### src/rtl/acc_cpu_pkg.sv
package acc_cpu_pkg;

   // control sequence phases
   typedef enum logic [1:0] {
      ST_FETCH = 2'd0,   // present PC, request instruction word
      ST_LATCH = 2'd1,   // capture instruction word
      ST_EXEC  = 2'd2,   // address phase / single-cycle work
      ST_RDATA = 2'd3    // operand word returned
   } cpu_state_e;

   typedef enum logic [4:0] {
      OP_NOP,
      OP_LOAD_ABS, OP_STORE_ABS, OP_SUB_ABS,
      OP_LOAD_REL, OP_STORE_REL, OP_SUB_REL,
      OP_LOAD_IMM,
      OP_BR_ALWAYS, OP_BR_GT, OP_BR_EQ, OP_BR_LT, OP_BR_NE,
      OP_CALL, OP_RETURN,
      OP_PUSH_AC, OP_POP_AC, OP_PUSH_IND, OP_POP_IND,
      OP_XCHG, OP_SP_ADD, OP_SP_SUB
   } op_kind_e;

endpackage

### src/rtl/acc_cpu_decode.sv
module acc_cpu_decode
   import acc_cpu_pkg::*;
#(
   parameter int DW = 16,
   parameter int AW = 12
) (
   input  logic [DW-1:0] instr,
   output op_kind_e      kind,
   output logic          two_phase,
   output logic [AW-1:0] field,
   output logic [AW-1:0] sp_step
);
   localparam int IMMW = AW - 4;

   logic [3:0]      opc;
   logic [3:0]      sub;
   logic [IMMW-1:0] low;
   logic            low_zero;

   always_comb begin
      opc      = instr[DW-1 -: 4];
      field    = instr[AW-1:0];
      sub      = instr[AW-1 -: 4];
      low      = instr[IMMW-1:0];
      low_zero = (low == '0);
      sp_step  = {4'b0000, low};
   end

   always_comb begin
      kind = OP_NOP;
      case (opc)
         4'h0: kind = OP_LOAD_ABS;
         4'h1: kind = OP_STORE_ABS;
         4'h3: kind = OP_SUB_ABS;
         4'h4: kind = OP_BR_GT;
         4'h5: kind = OP_BR_EQ;
         4'h6: kind = OP_BR_ALWAYS;
         4'h7: kind = OP_LOAD_IMM;
         4'h8: kind = OP_LOAD_REL;
         4'h9: kind = OP_STORE_REL;
         4'hB: kind = OP_SUB_REL;
         4'hC: kind = OP_BR_LT;
         4'hD: kind = OP_BR_NE;
         4'hE: kind = OP_CALL;
         4'hF: begin
            case (sub)
               4'h0: kind = low_zero ? OP_PUSH_IND : OP_NOP;
               4'h1: kind = low_zero ? OP_POP_IND  : OP_NOP;
               4'h2: kind = low_zero ? OP_PUSH_AC  : OP_NOP;
               4'h4: kind = low_zero ? OP_POP_AC   : OP_NOP;
               4'h8: kind = low_zero ? OP_RETURN   : OP_NOP;
               4'hA: kind = low_zero ? OP_XCHG     : OP_NOP;
               4'hC: kind = OP_SP_ADD;
               4'hE: kind = OP_SP_SUB;
               default: kind = OP_NOP;
            endcase
         end
         default: kind = OP_NOP;
      endcase
   end

   // instructions that need a second cycle for returned read data
   always_comb begin
      case (kind)
         OP_LOAD_ABS, OP_SUB_ABS, OP_LOAD_REL, OP_SUB_REL,
         OP_POP_AC, OP_RETURN, OP_PUSH_IND, OP_POP_IND: two_phase = 1'b1;
         default:                                        two_phase = 1'b0;
      endcase
   end

endmodule

### src/rtl/acc_cpu_cond.sv
module acc_cpu_cond
   import acc_cpu_pkg::*;
#(
   parameter int DW = 16
) (
   input  logic [DW-1:0] ac,
   input  op_kind_e      kind,
   output logic          taken
);
   logic is_neg;
   logic is_zero;

   always_comb begin
      is_neg  = ac[DW-1];
      is_zero = (ac == '0);
      case (kind)
         OP_BR_ALWAYS: taken = 1'b1;
         OP_BR_GT:     taken = !is_neg && !is_zero;
         OP_BR_EQ:     taken = is_zero;
         OP_BR_LT:     taken = is_neg;
         OP_BR_NE:     taken = !is_zero;
         default:      taken = 1'b0;
      endcase
   end

endmodule

### src/rtl/acc_cpu_seq.sv
module acc_cpu_seq
   import acc_cpu_pkg::*;
(
   input  logic       clk,
   input  logic       rst,
   input  logic       two_phase,
   output cpu_state_e state
);
   cpu_state_e nxt;

   always_comb begin
      case (state)
         ST_FETCH: nxt = ST_LATCH;
         ST_LATCH: nxt = ST_EXEC;
         ST_EXEC:  nxt = two_phase ? ST_RDATA : ST_FETCH;
         default:  nxt = ST_FETCH;
      endcase
   end

   always_ff @(posedge clk) begin
      if (rst) state <= ST_FETCH;
      else     state <= nxt;
   end

endmodule

### src/rtl/acc_cpu.sv
module acc_cpu
   import acc_cpu_pkg::*;
#(
   parameter int            DW       = 16,
   parameter int            AW       = 12,
   parameter int            OPW      = 4,
   parameter logic [AW-1:0] SP_RESET = '1
) (
   input  logic          clk,
   input  logic          rst,
   output logic [AW-1:0] mem_addr,
   input  logic [DW-1:0] mem_rdata,
   output logic [DW-1:0] mem_wdata,
   output logic          mem_rd,
   output logic          mem_wr,
   output logic [AW-1:0] pc_out,
   output logic [DW-1:0] ac_out,
   output logic [AW-1:0] sp_out
);
   localparam int            PADW  = DW - AW;
   localparam logic [AW-1:0] A_ONE = AW'(1);

   // elaboration-time parameter checks
   if (OPW != 4) begin : g_opw_err
      $error("acc_cpu: opcode field must be 4 bits");
   end
   if (DW != OPW + AW) begin : g_width_err
      $error("acc_cpu: data width must equal opcode plus operand width");
   end
   if (AW < 8) begin : g_aw_err
      $error("acc_cpu: operand field must be at least 8 bits");
   end

   cpu_state_e    state_q;
   op_kind_e      op_kind;
   logic          two_phase;
   logic          take_br;
   logic [AW-1:0] ir_field;
   logic [AW-1:0] sp_step;

   logic [DW-1:0] ir_q;
   logic [DW-1:0] ac_q;
   logic [AW-1:0] pc_q;
   logic [AW-1:0] sp_q;

   logic [AW-1:0] sp_dn;
   logic [AW-1:0] sp_up;
   logic [AW-1:0] rel_ea;
   logic [AW-1:0] ind_ea;
   logic [DW-1:0] pc_ext;
   logic [DW-1:0] sp_ext;
   logic [DW-1:0] imm_ext;

   acc_cpu_seq u_seq (
      .clk       (clk),
      .rst       (rst),
      .two_phase (two_phase),
      .state     (state_q)
   );

   acc_cpu_decode #(.DW(DW), .AW(AW)) u_dec (
      .instr     (ir_q),
      .kind      (op_kind),
      .two_phase (two_phase),
      .field     (ir_field),
      .sp_step   (sp_step)
   );

   acc_cpu_cond #(.DW(DW)) u_cond (
      .ac    (ac_q),
      .kind  (op_kind),
      .taken (take_br)
   );

   always_comb begin
      sp_dn   = sp_q - A_ONE;
      sp_up   = sp_q + A_ONE;
      rel_ea  = sp_q + ir_field;
      ind_ea  = ac_q[AW-1:0];
      pc_ext  = {{PADW{1'b0}}, pc_q};
      sp_ext  = {{PADW{1'b0}}, sp_q};
      imm_ext = {{PADW{1'b0}}, ir_field};
   end

   // memory request generation
   always_comb begin
      mem_addr  = pc_q;
      mem_wdata = ac_q;
      mem_rd    = 1'b0;
      mem_wr    = 1'b0;
      case (state_q)
         ST_FETCH: mem_rd = 1'b1;
         ST_EXEC: begin
            case (op_kind)
               OP_LOAD_ABS, OP_SUB_ABS: begin mem_addr = ir_field; mem_rd = 1'b1; end
               OP_STORE_ABS:            begin mem_addr = ir_field; mem_wr = 1'b1; end
               OP_LOAD_REL, OP_SUB_REL: begin mem_addr = rel_ea;   mem_rd = 1'b1; end
               OP_STORE_REL:            begin mem_addr = rel_ea;   mem_wr = 1'b1; end
               OP_CALL: begin
                  mem_addr  = sp_dn;
                  mem_wdata = pc_ext;
                  mem_wr    = 1'b1;
               end
               OP_PUSH_AC:              begin mem_addr = sp_dn;    mem_wr = 1'b1; end
               OP_POP_AC, OP_RETURN,
               OP_POP_IND:              begin mem_addr = sp_q;     mem_rd = 1'b1; end
               OP_PUSH_IND:             begin mem_addr = ind_ea;   mem_rd = 1'b1; end
               default: ;
            endcase
         end
         ST_RDATA: begin
            case (op_kind)
               OP_PUSH_IND: begin mem_addr = sp_dn;  mem_wdata = mem_rdata; mem_wr = 1'b1; end
               OP_POP_IND:  begin mem_addr = ind_ea; mem_wdata = mem_rdata; mem_wr = 1'b1; end
               default: ;
            endcase
         end
         default: ;
      endcase
      if (rst) begin
         mem_rd = 1'b0;
         mem_wr = 1'b0;
      end
   end

   // architectural registers
   always_ff @(posedge clk) begin
      if (rst) begin
         pc_q <= '0;
         ac_q <= '0;
         sp_q <= SP_RESET;
         ir_q <= '0;
      end else begin
         case (state_q)
            ST_FETCH: pc_q <= pc_q + A_ONE;
            ST_LATCH: ir_q <= mem_rdata;
            ST_EXEC: begin
               case (op_kind)
                  OP_LOAD_IMM: ac_q <= imm_ext;
                  OP_BR_ALWAYS, OP_BR_GT, OP_BR_EQ, OP_BR_LT, OP_BR_NE:
                     if (take_br) pc_q <= ir_field;
                  OP_CALL: begin
                     sp_q <= sp_dn;
                     pc_q <= ir_field;
                  end
                  OP_PUSH_AC:                        sp_q <= sp_dn;
                  OP_POP_AC, OP_RETURN, OP_POP_IND: sp_q <= sp_up;
                  OP_XCHG: begin
                     ac_q <= sp_ext;
                     sp_q <= ind_ea;
                  end
                  OP_SP_ADD: sp_q <= sp_q + sp_step;
                  OP_SP_SUB: sp_q <= sp_q - sp_step;
                  default: ;
               endcase
            end
            ST_RDATA: begin
               case (op_kind)
                  OP_LOAD_ABS, OP_LOAD_REL, OP_POP_AC: ac_q <= mem_rdata;
                  OP_SUB_ABS, OP_SUB_REL:              ac_q <= ac_q - mem_rdata;
                  OP_RETURN:                           pc_q <= mem_rdata[AW-1:0];
                  OP_PUSH_IND:                         sp_q <= sp_dn;
                  default: ;
               endcase
            end
            default: ;
         endcase
      end
   end

   assign pc_out = pc_q;
   assign ac_out = ac_q;
   assign sp_out = sp_q;

endmodule

### config.mk
export PLATFORM = sky130hd
export DESIGN_NAME = acc_cpu
export DESIGN_NICKNAME = d
export VERILOG_FILES = /design/src/rtl/acc_cpu_pkg.sv /design/src/rtl/acc_cpu_decode.sv /design/src/rtl/acc_cpu_cond.sv /design/src/rtl/acc_cpu_seq.sv /design/src/rtl/acc_cpu.sv
export SDC_FILE = /design/constraint.sdc
export NUM_CORES = 1
export LEC_CHECK = 0
export ABC_AREA = 1
export BUFFER_PORTS_ARGS = -buffer_cell sky130_fd_sc_hd__buf_4
export CAP_MARGIN = 20
export CORE_ASPECT_RATIO = 0.7
export CORE_MARGIN = 5
export CORE_UTILIZATION = 60
export CTS_CLUSTER_DIAMETER = 40
export DETAILED_ROUTE_END_ITERATION = 8
export HOLD_SLACK_MARGIN = 0.06
export PLACE_DENSITY_LB_ADDON = 0.1
export RECOVER_POWER = 50
export REMOVE_ABC_BUFFERS = 1
export SLEW_MARGIN = 0
export SYNTH_ARGS = -nofsm -noshare
export SYNTH_HDL_FRONTEND = slang
export SYNTH_HIERARCHICAL = 1
export SYNTH_SLANG_ARGS = --single-unit
### constraint.sdc
create_clock -name clk -period 9.62 [get_ports clk]
set_input_delay 1.924 -clock clk [delete_from_list [all_inputs] [get_ports clk]]
set_output_delay 1.924 -clock clk [all_outputs]
set_load 0.1 [all_outputs]
==> results of run 1 <==
[cell usage in the layout (no fill, tap or decap), types with 8 or more instances in the layout]
| cell | instances |
|---|---|
| buf_4 | 53 |
| nand4_1 | 10 |
| nor2_2 | 8 |
| a211oi_1 | 10 |
| nand2_1 | 237 |
| nor3_1 | 25 |
| a31oi_1 | 21 |
| dfxtp_1 | 58 |
| o211ai_1 | 22 |
| nand3_1 | 82 |
| o21ai_0 | 88 |
| inv_1 | 155 |
| inv_2 | 13 |
| o21ai_1 | 24 |
| a21oi_1 | 113 |
| o221ai_1 | 12 |
| clkbuf_16 | 9 |
| clkbuf_1 | 43 |
| o22ai_1 | 33 |
| xor2_1 | 19 |
| ha_1 | 40 |
| nor2_1 | 114 |
[flip-flops by register name (all words and copies together) (netlist names)]
signal / cells
sp_out: 12
ir_q: 16
pc_out: 12
ac_out: 16
u_seq/state: 2
[cells by family (layout without fill, tap and decap cells)]
| family | Yosys count | count (layout) | share of synthesized area |
|---|---|---|---|
| muxes | 1 | 1 | 0.00135 |
| xor gates and xnor gates | 23 | 23 | 0.0272 |
| DFF | 58 | 58 | 0.157 |
| AOI/OAI and AO/OA | 371 | 371 | 0.300 |
| adders and majority gates | 43 | 43 | 0.0758 |
| other | 1 | 4 | 0.000507 |
| and+or+nand+nor | 505 | 505 | 0.300 |
| buffers and inverters | 238 | 284 | 0.139 |
[worst register-to-register path: stages (launching register included)]
cell and delay, ps:
dfxtp_1 390, nor2_1 190, nand2_1 70, nor2_1 500, nand2_1 170, nand3b_1 160, nand2_2 80, nand2_2 200
inv_2 80, nor2_1 200, nand3_2 360, nand2_4 230, inv_1 240, a311oi_1 350, ha_1 280, nand2_1 160
o21ai_0 490, nand3_1 160, nand3_1 200, nand3_1 110, nand3_1 90, nand2_1 50, nand2_1 60, nand2_1 70
nand2_1 60, nand2_1 60
[power by group through the flow]
stage	logic, mW	clock network (mW)	registers, mW
floorplan	0.657	0	0.503
global placement	1.08	0	0.355
detailed placement	1.09	0	0.356
CTS	1.10	0.358	0.351
global route	1.17	0.372	0.359
finish	1.11	0.361	0.355
[how the worst max path moves through the flow]
stage | startpoint | endpoint | slack (ps) | cells after the start
6_report | ir_q[5]$_SDFFE_PP0N_ | mem_wdata[6] | 2720 | 15
5_1_grt | ir_q[5]$_SDFFE_PP0N_ | mem_addr[11] | 2540 | 19
4_1_cts | ir_q[5]$_SDFFE_PP0N_ | mem_addr[3] | 3200 | 18
3_5_place_dp | ir_q[5]$_SDFFE_PP0N_ | mem_addr[3] | 3560 | 18
3_3_place_gp | ir_q[5]$_SDFFE_PP0N_ | mem_wdata[6] | 3710 | 15
2_1_floorplan | ir_q[11]$_SDFFE_PP0N_ | mem_wdata[12] | 3250 | 16
[layout make-up]
class	instances	area (sq um)
clock buffer	11	243
sequential	58	1160
inverter	172	651
timing repair buffer	96	583
multi-input combinational	947	5220
clock inverter	5	77.6
tap	157	196
fill	1153	3760
[stage by stage]
step | hold slack, ps | instances | util | setup slack [ps]
detailed placement | 541 | 1429 | 0.668 | 3560
floorplan | 481 | 1177 | - | 3250
global route | 587 | 1446 | 0.684 | 2540
global placement | 548 | 1429 | 0.668 | 3710
CTS | 549 | 1445 | 0.695 | 3200
finish | 546 | 1446 | 0.684 | 2720
[per-layer routing]
| layer | up-vias | routed length [microns] | track usage | part of all wire |
|---|---|---|---|---|
| met5 | - | 0 | 0 | 0 |
| li1 | 4316 | - | - | - |
| met2 | 870 | 11600 | 0.566 | 0.38 |
| met3 | 143 | 5300 | 0.128 | 0.17 |
| met4 | 0 | 1470 | 0.165 | 0.048 |
| met1 | 4231 | 12400 | 0.596 | 0.40 |
==> impl_results.md, run 1 <==
- Run status: finished with violations
- Violated checks: max-capacitance violations, max-slew violations
- Overflow after GRT: 0
- CP arrival: 4980 ps
- Worst slew pin tran: 2250 ps
- Placed cell area: 0.00795 sq mm
- Commonest cells post-synth: nand2_1 (237), inv_1 (155), nor2_1 (114), a21oi_1 (113), o21ai_0 (88)
- Combinational share of power: 0.608
- Worst Path Buf+Inv: 2
- Worst min-delay path class: reg2reg
- CP max-delay cell: nor2_1
- Post-CTS setup buffer count: 0
- Clock root buffer: clkbuf_16
- Clock power share: 0.198
- TritonCTS clock tree: yes
- Vias: 9560
- Total power: 1.83 mW
- Post-Syn Instances: 1240
- Int Pwr: 0.765 mW
- RePlAce Congestion: 1.07
- Total routed wirelength: 30.8 mm
- CP Cell Sequence: nor2_1, nand2_1, nor2_1, nand2_1, nand3b_1, nand2_2, nand2_2, inv_2, nor2_1, nand2_1, a21oi_1, a21oi_1, nor2_1, o221ai_1, buf_4
- Post-route minimum period: 6900 ps
- # setup viols final: 0
- Share of layout cells above drive strength 1: 0.0931
- Worst vdd ir: 0.199 mV
- Setup CP Type: reg2out
- Num CTS Buffers: 9
- Number of synthesized flops with an enable pin: 0
- Post-synthesis cell type count: 57
- Mapped Area: 0.00740 sq mm
- Vias/cell: 6.61
- R2r worst-path depth: 25
- Area contributors post-synth: dfxtp_1 (16%), nand2_1 (12%), inv_1 (7.9%)
- Ports: 88
- DR iter-0 viols: 1632
- Hold Crit Endpoint: ac_out[12]$_SDFFE_PP0P_
- Initial antenna violation count: 0
- All-Layer GR Usage: 0.412
- Layout Nets: 1345
- Flops & latches, synth: 58
- Crit. End Element: primary output
- Critical Path RT: 7700 ps
- IO Port Bufs: 87
- DRC violations left: 0
- Area leader, netlist: dfxtp_1
- # rows: 33
- Yosys warnings: 6
- PostCTS Resize Cnt: 0
- CTS sink count: 58
- Share of Yosys cell area claimed by the top area cell type: 0.157
- Reg-to-Reg End: sp_out[11]$_SDFFE_PP1P_
- Switching part of the total power: 0.582
- CTS max path bufs: 2
- Static Leak: 3.73 nW
- Die width: 143 microns
- Core ar.: 0.0119 sq mm
- Die Ht: 103 microns
- Max incr delay on CP: 740 ps
- Clock slew at reported path FFs: 60 ps
- TritonRoute pass-1 iters: 9
- Tcrit/Tclk final: 0.717
- Worst R2R Start: ir_q[5]$_SDFFE_PP0N_
- PwrDens: 225 mW/mm^2
- Clk Latency, worst-skew pair: 340 ps
- Max Fclk: 145 MHz
- Vias in the first global route: 8289
- Final Hold Fails: 0
- NetSw: 1.06 mW
- Cts hold-fix bufs: 0
- RSZ-0062 raised after global routing: false
- Ys flop type: dfxtp_1
- Synthesized area per cell: 5.97 sq um
- DPL Wire Length: 23.4 mm
- Most used cell, CP: nor2_1
- Worst Skew: 10.1 ps
- HP Start: ac_out[12]$_SDFFE_PP0P_
- R2r setup slk: 4500 ps
- Sequential share of the synthesized area: 0.157
- Initial Util: 0.622
- Global-route wire length before repair: 47.0 mm
- Critical Path Fanout Max: 17
- Routed Antenna Nets: 0
- Die Footprint: 0.0147 sq mm
- Cell with the most instances after synthesis: nand2_1
- Setup tns final: 0 ps
- Final instance area: 0.00814 sq mm
- Slew headroom: -0.502
- Worst hold path depth: 2
- Cell family with most CP delay: simple AND/OR/NAND/NOR gates
- Async SR Flop Fraction: 0
- Area Growth Syn to Fin: 9.94%
- Ant. Diodes: 0
- Startpoint Class: register
- Register share of total power: 0.194
- DR WL/cell: 21.3 microns
- Max-cap violation count: 1
- H-tree depth: 3
- Max Slew Vio Count: 45
- Largest net degree at the start of global routing: 45
Note: power is estimated with default switching activity, not from simulation.
==> run 2: changes to the inputs <==
Clock period 9.62 ns to 6.7 ns, I/O delays scaled along.
==> run 2 against run 1 <==
  * The run still ends with max-capacitance violations, max-slew violations left
  * First-iteration DRC count is 8.1% lower
  * Global-route usage is 1.4 points lower
  * Clock-buffer cell count stayed put
  * Register-to-register slack worse by 2700 ps
  * Combinational power is 43% higher
  * Largest power group unchanged
==> impl_results.md, run 2 (synthesized netlist as in run 1, its figures left out) <==
- RePlAce Congestion: 1.09 (+1.2%)
- Critical Path RT: 5360 ps (-2340 ps)
- Static Leak: 3.72 nW (-0.20%)
- CTS sink count: 58 (unchanged)
- Initial antenna violation count: 0 (unchanged)
- Overflow after GRT: 0 (unchanged)
- # setup viols final: 0 (unchanged)
- Num CTS Buffers: 9 (unchanged)
- Clk Latency, worst-skew pair: 340 ps (about the same)
- CTS max path bufs: 2 (unchanged)
- Final instance area: 0.00811 sq mm (-0.34%)
- Clock root buffer: clkbuf_16
- Vias/cell: 6.57 (-0.56%)
- Core ar.: 0.0119 sq mm (unchanged)
- Clock slew at reported path FFs: 60 ps (about the same)
- DPL Wire Length: 23.1 mm (-1.5%)
- Initial Util: 0.622 (unchanged)
- Max Fclk: 161 MHz
- Setup CP Type: reg2out
- Vias in the first global route: 8258 (-0.37%)
- Post-Place Setup Slack: 1280 ps (-2280 ps)
- Violated checks: max-capacitance violations, max-slew violations
- Global-route wire length before repair: 45.5 mm (-3.2%)
- PostCTS Resize Cnt: 0 (unchanged)
- Worst slew pin tran: 2220 ps (-34.6 ps)
- Worst Skew: 8.20 ps (-1.91 ps)
- H-tree depth: 3 (unchanged)
- Die Footprint: 0.0147 sq mm (unchanged)
- Final worst slack: 500 ps (-2220 ps)
- Slew headroom: -0.479 (+0.0231)
- RSZ-0062 raised after global routing: false
- Die Ht: 103 microns (unchanged)
- Die width: 143 microns (unchanged)
- TritonRoute pass-1 iters: 9 (unchanged)
- Max-cap violation count: 1 (unchanged)
- TritonCTS clock tree: yes
- Cts hold-fix bufs: 0 (unchanged)
- Area Growth Syn to Fin: 9.57%
- Final Hold Fails: 0 (unchanged)
- Post-CTS setup buffer count: 0 (unchanged)
- Placed cell area: 0.00796 sq mm (+0.19%)
- Total routed wirelength: 30.1 mm (-2.4%)
- Critical Path Fanout Max: 17 (unchanged)
- Layout Nets: 1346 (+0.074%)
- All-Layer GR Usage: 0.398 (-0.0144)
- Post-route minimum period: 6200 ps
- Setup tns final: 0 ps (unchanged)
- DRC violations left: 0 (unchanged)
- Commonest cells after routing, fill and taps aside: nand2_1 (237), inv_1 (156), nor2_1 (114), a21oi_1 (113), o21ai_0 (88)
- Largest net degree at the start of global routing: 45 (unchanged)
- Startpoint Class: register
- Tcrit/Tclk final: 0.925
- Max Slew Vio Count: 45 (unchanged)
- Run status: finished with violations
- Ports: 88 (unchanged)
- DR WL/cell: 20.8 microns (-2.4%)
- PwrDens: 318 mW/mm^2 (+42%)
- # rows: 33 (unchanged)
- Routed Antenna Nets: 0 (unchanged)
- Vias: 9513 (-0.49%)
- Commonest non-fill, non-tap cell in the layout: nand2_1
- IO Port Bufs: 87 (unchanged)
- DR iter-0 viols: 1499 (-8.1%)
- Ant. Diodes: 0 (unchanged)
- CP arrival: 4860 ps (-120 ps)
- Worst vdd ir: 0.262 mV (+32%)
- Crit. End Element: primary output
- Share of layout cells above drive strength 1: 0.0938 (+0.000703)
- Worst min-delay path class: reg2reg
[run 2: cell types whose count changed in the layout (fill, tap and decap cells not counted), sizes merged]
cell / delta
bufinv: -1
clkinv: +1
buf: +1
[run 2: layout make-up]
class                      count  area (sq um)
clock buffer                  11           253
clock inverter                 5          52.6
fill                        1169          3780
inverter                     172           651
multi-input combinational    947          5220
sequential                    58          1160
tap                          157           196
timing repair buffer          97           571
[run 2: final timing paths]
check	slack, ps	start	cells after the start	to
worst max-delay path	500	ir_q[5]$_SDFFE_PP0N_	18	mem_addr[3]
worst min-delay path	520	ac_out[12]$_SDFFE_PP0P_	2	ac_out[12]$_SDFFE_PP0P_
worst min register to register	520	ac_out[12]$_SDFFE_PP0P_	2	ac_out[12]$_SDFFE_PP0P_
worst max register to register	1760	ir_q[5]$_SDFFE_PP0N_	25	sp_out[8]$_SDFFE_PP1P_
[run 2: metal layers]
metal | vias to the layer above | share of wire | GRT usage
met3 | 113 | 0.18 | 0.150
met1 | 4216 | 0.41 | 0.572
met2 | 851 | 0.38 | 0.543
met5 | - | 0.0016 | 0.0263
met4 | 2 | 0.035 | 0.129
li1 | 4331 | - | -
[run 2: per-stage QoR]
stage / hold WS, ps / power, mW / instances / utilization
after global placement: 513 / 2.06 / 1431 / 0.670
after CTS: 522 / 2.55 / 1447 / 0.695
after global routing: 568 / 2.69 / 1447 / 0.682
after detailed placement: 515 / 2.07 / 1431 / 0.670
final: 524 / 2.58 / 1447 / 0.682
after floorplan: 481 / 1.67 / 1177 / -
[run 2: report_power, final]
group	internal [mW]	leakage, nW	switching [mW]
registers	0.398	0.476	0.109
clock network	0.306	0.151	0.180
logic	0.364	3.09	1.22
total	1.07	3.72	1.51
[run 2: worst max-delay path: stages, from the launching register on]
cell,delay [ps]
dfxtp_1,390
nor2_1,190
nand2_1,70
nor2_1,460
nand2_1,150
nand3_1,130
nand2_2,60
nand2_1,290
nor2_1,150
nand2_1,570
inv_2,260
nor3_1,300
nand2_1,420
inv_2,340
nor3_1,70
o21ai_1,110
o211ai_1,120
nand3b_1,130
buf_4,300
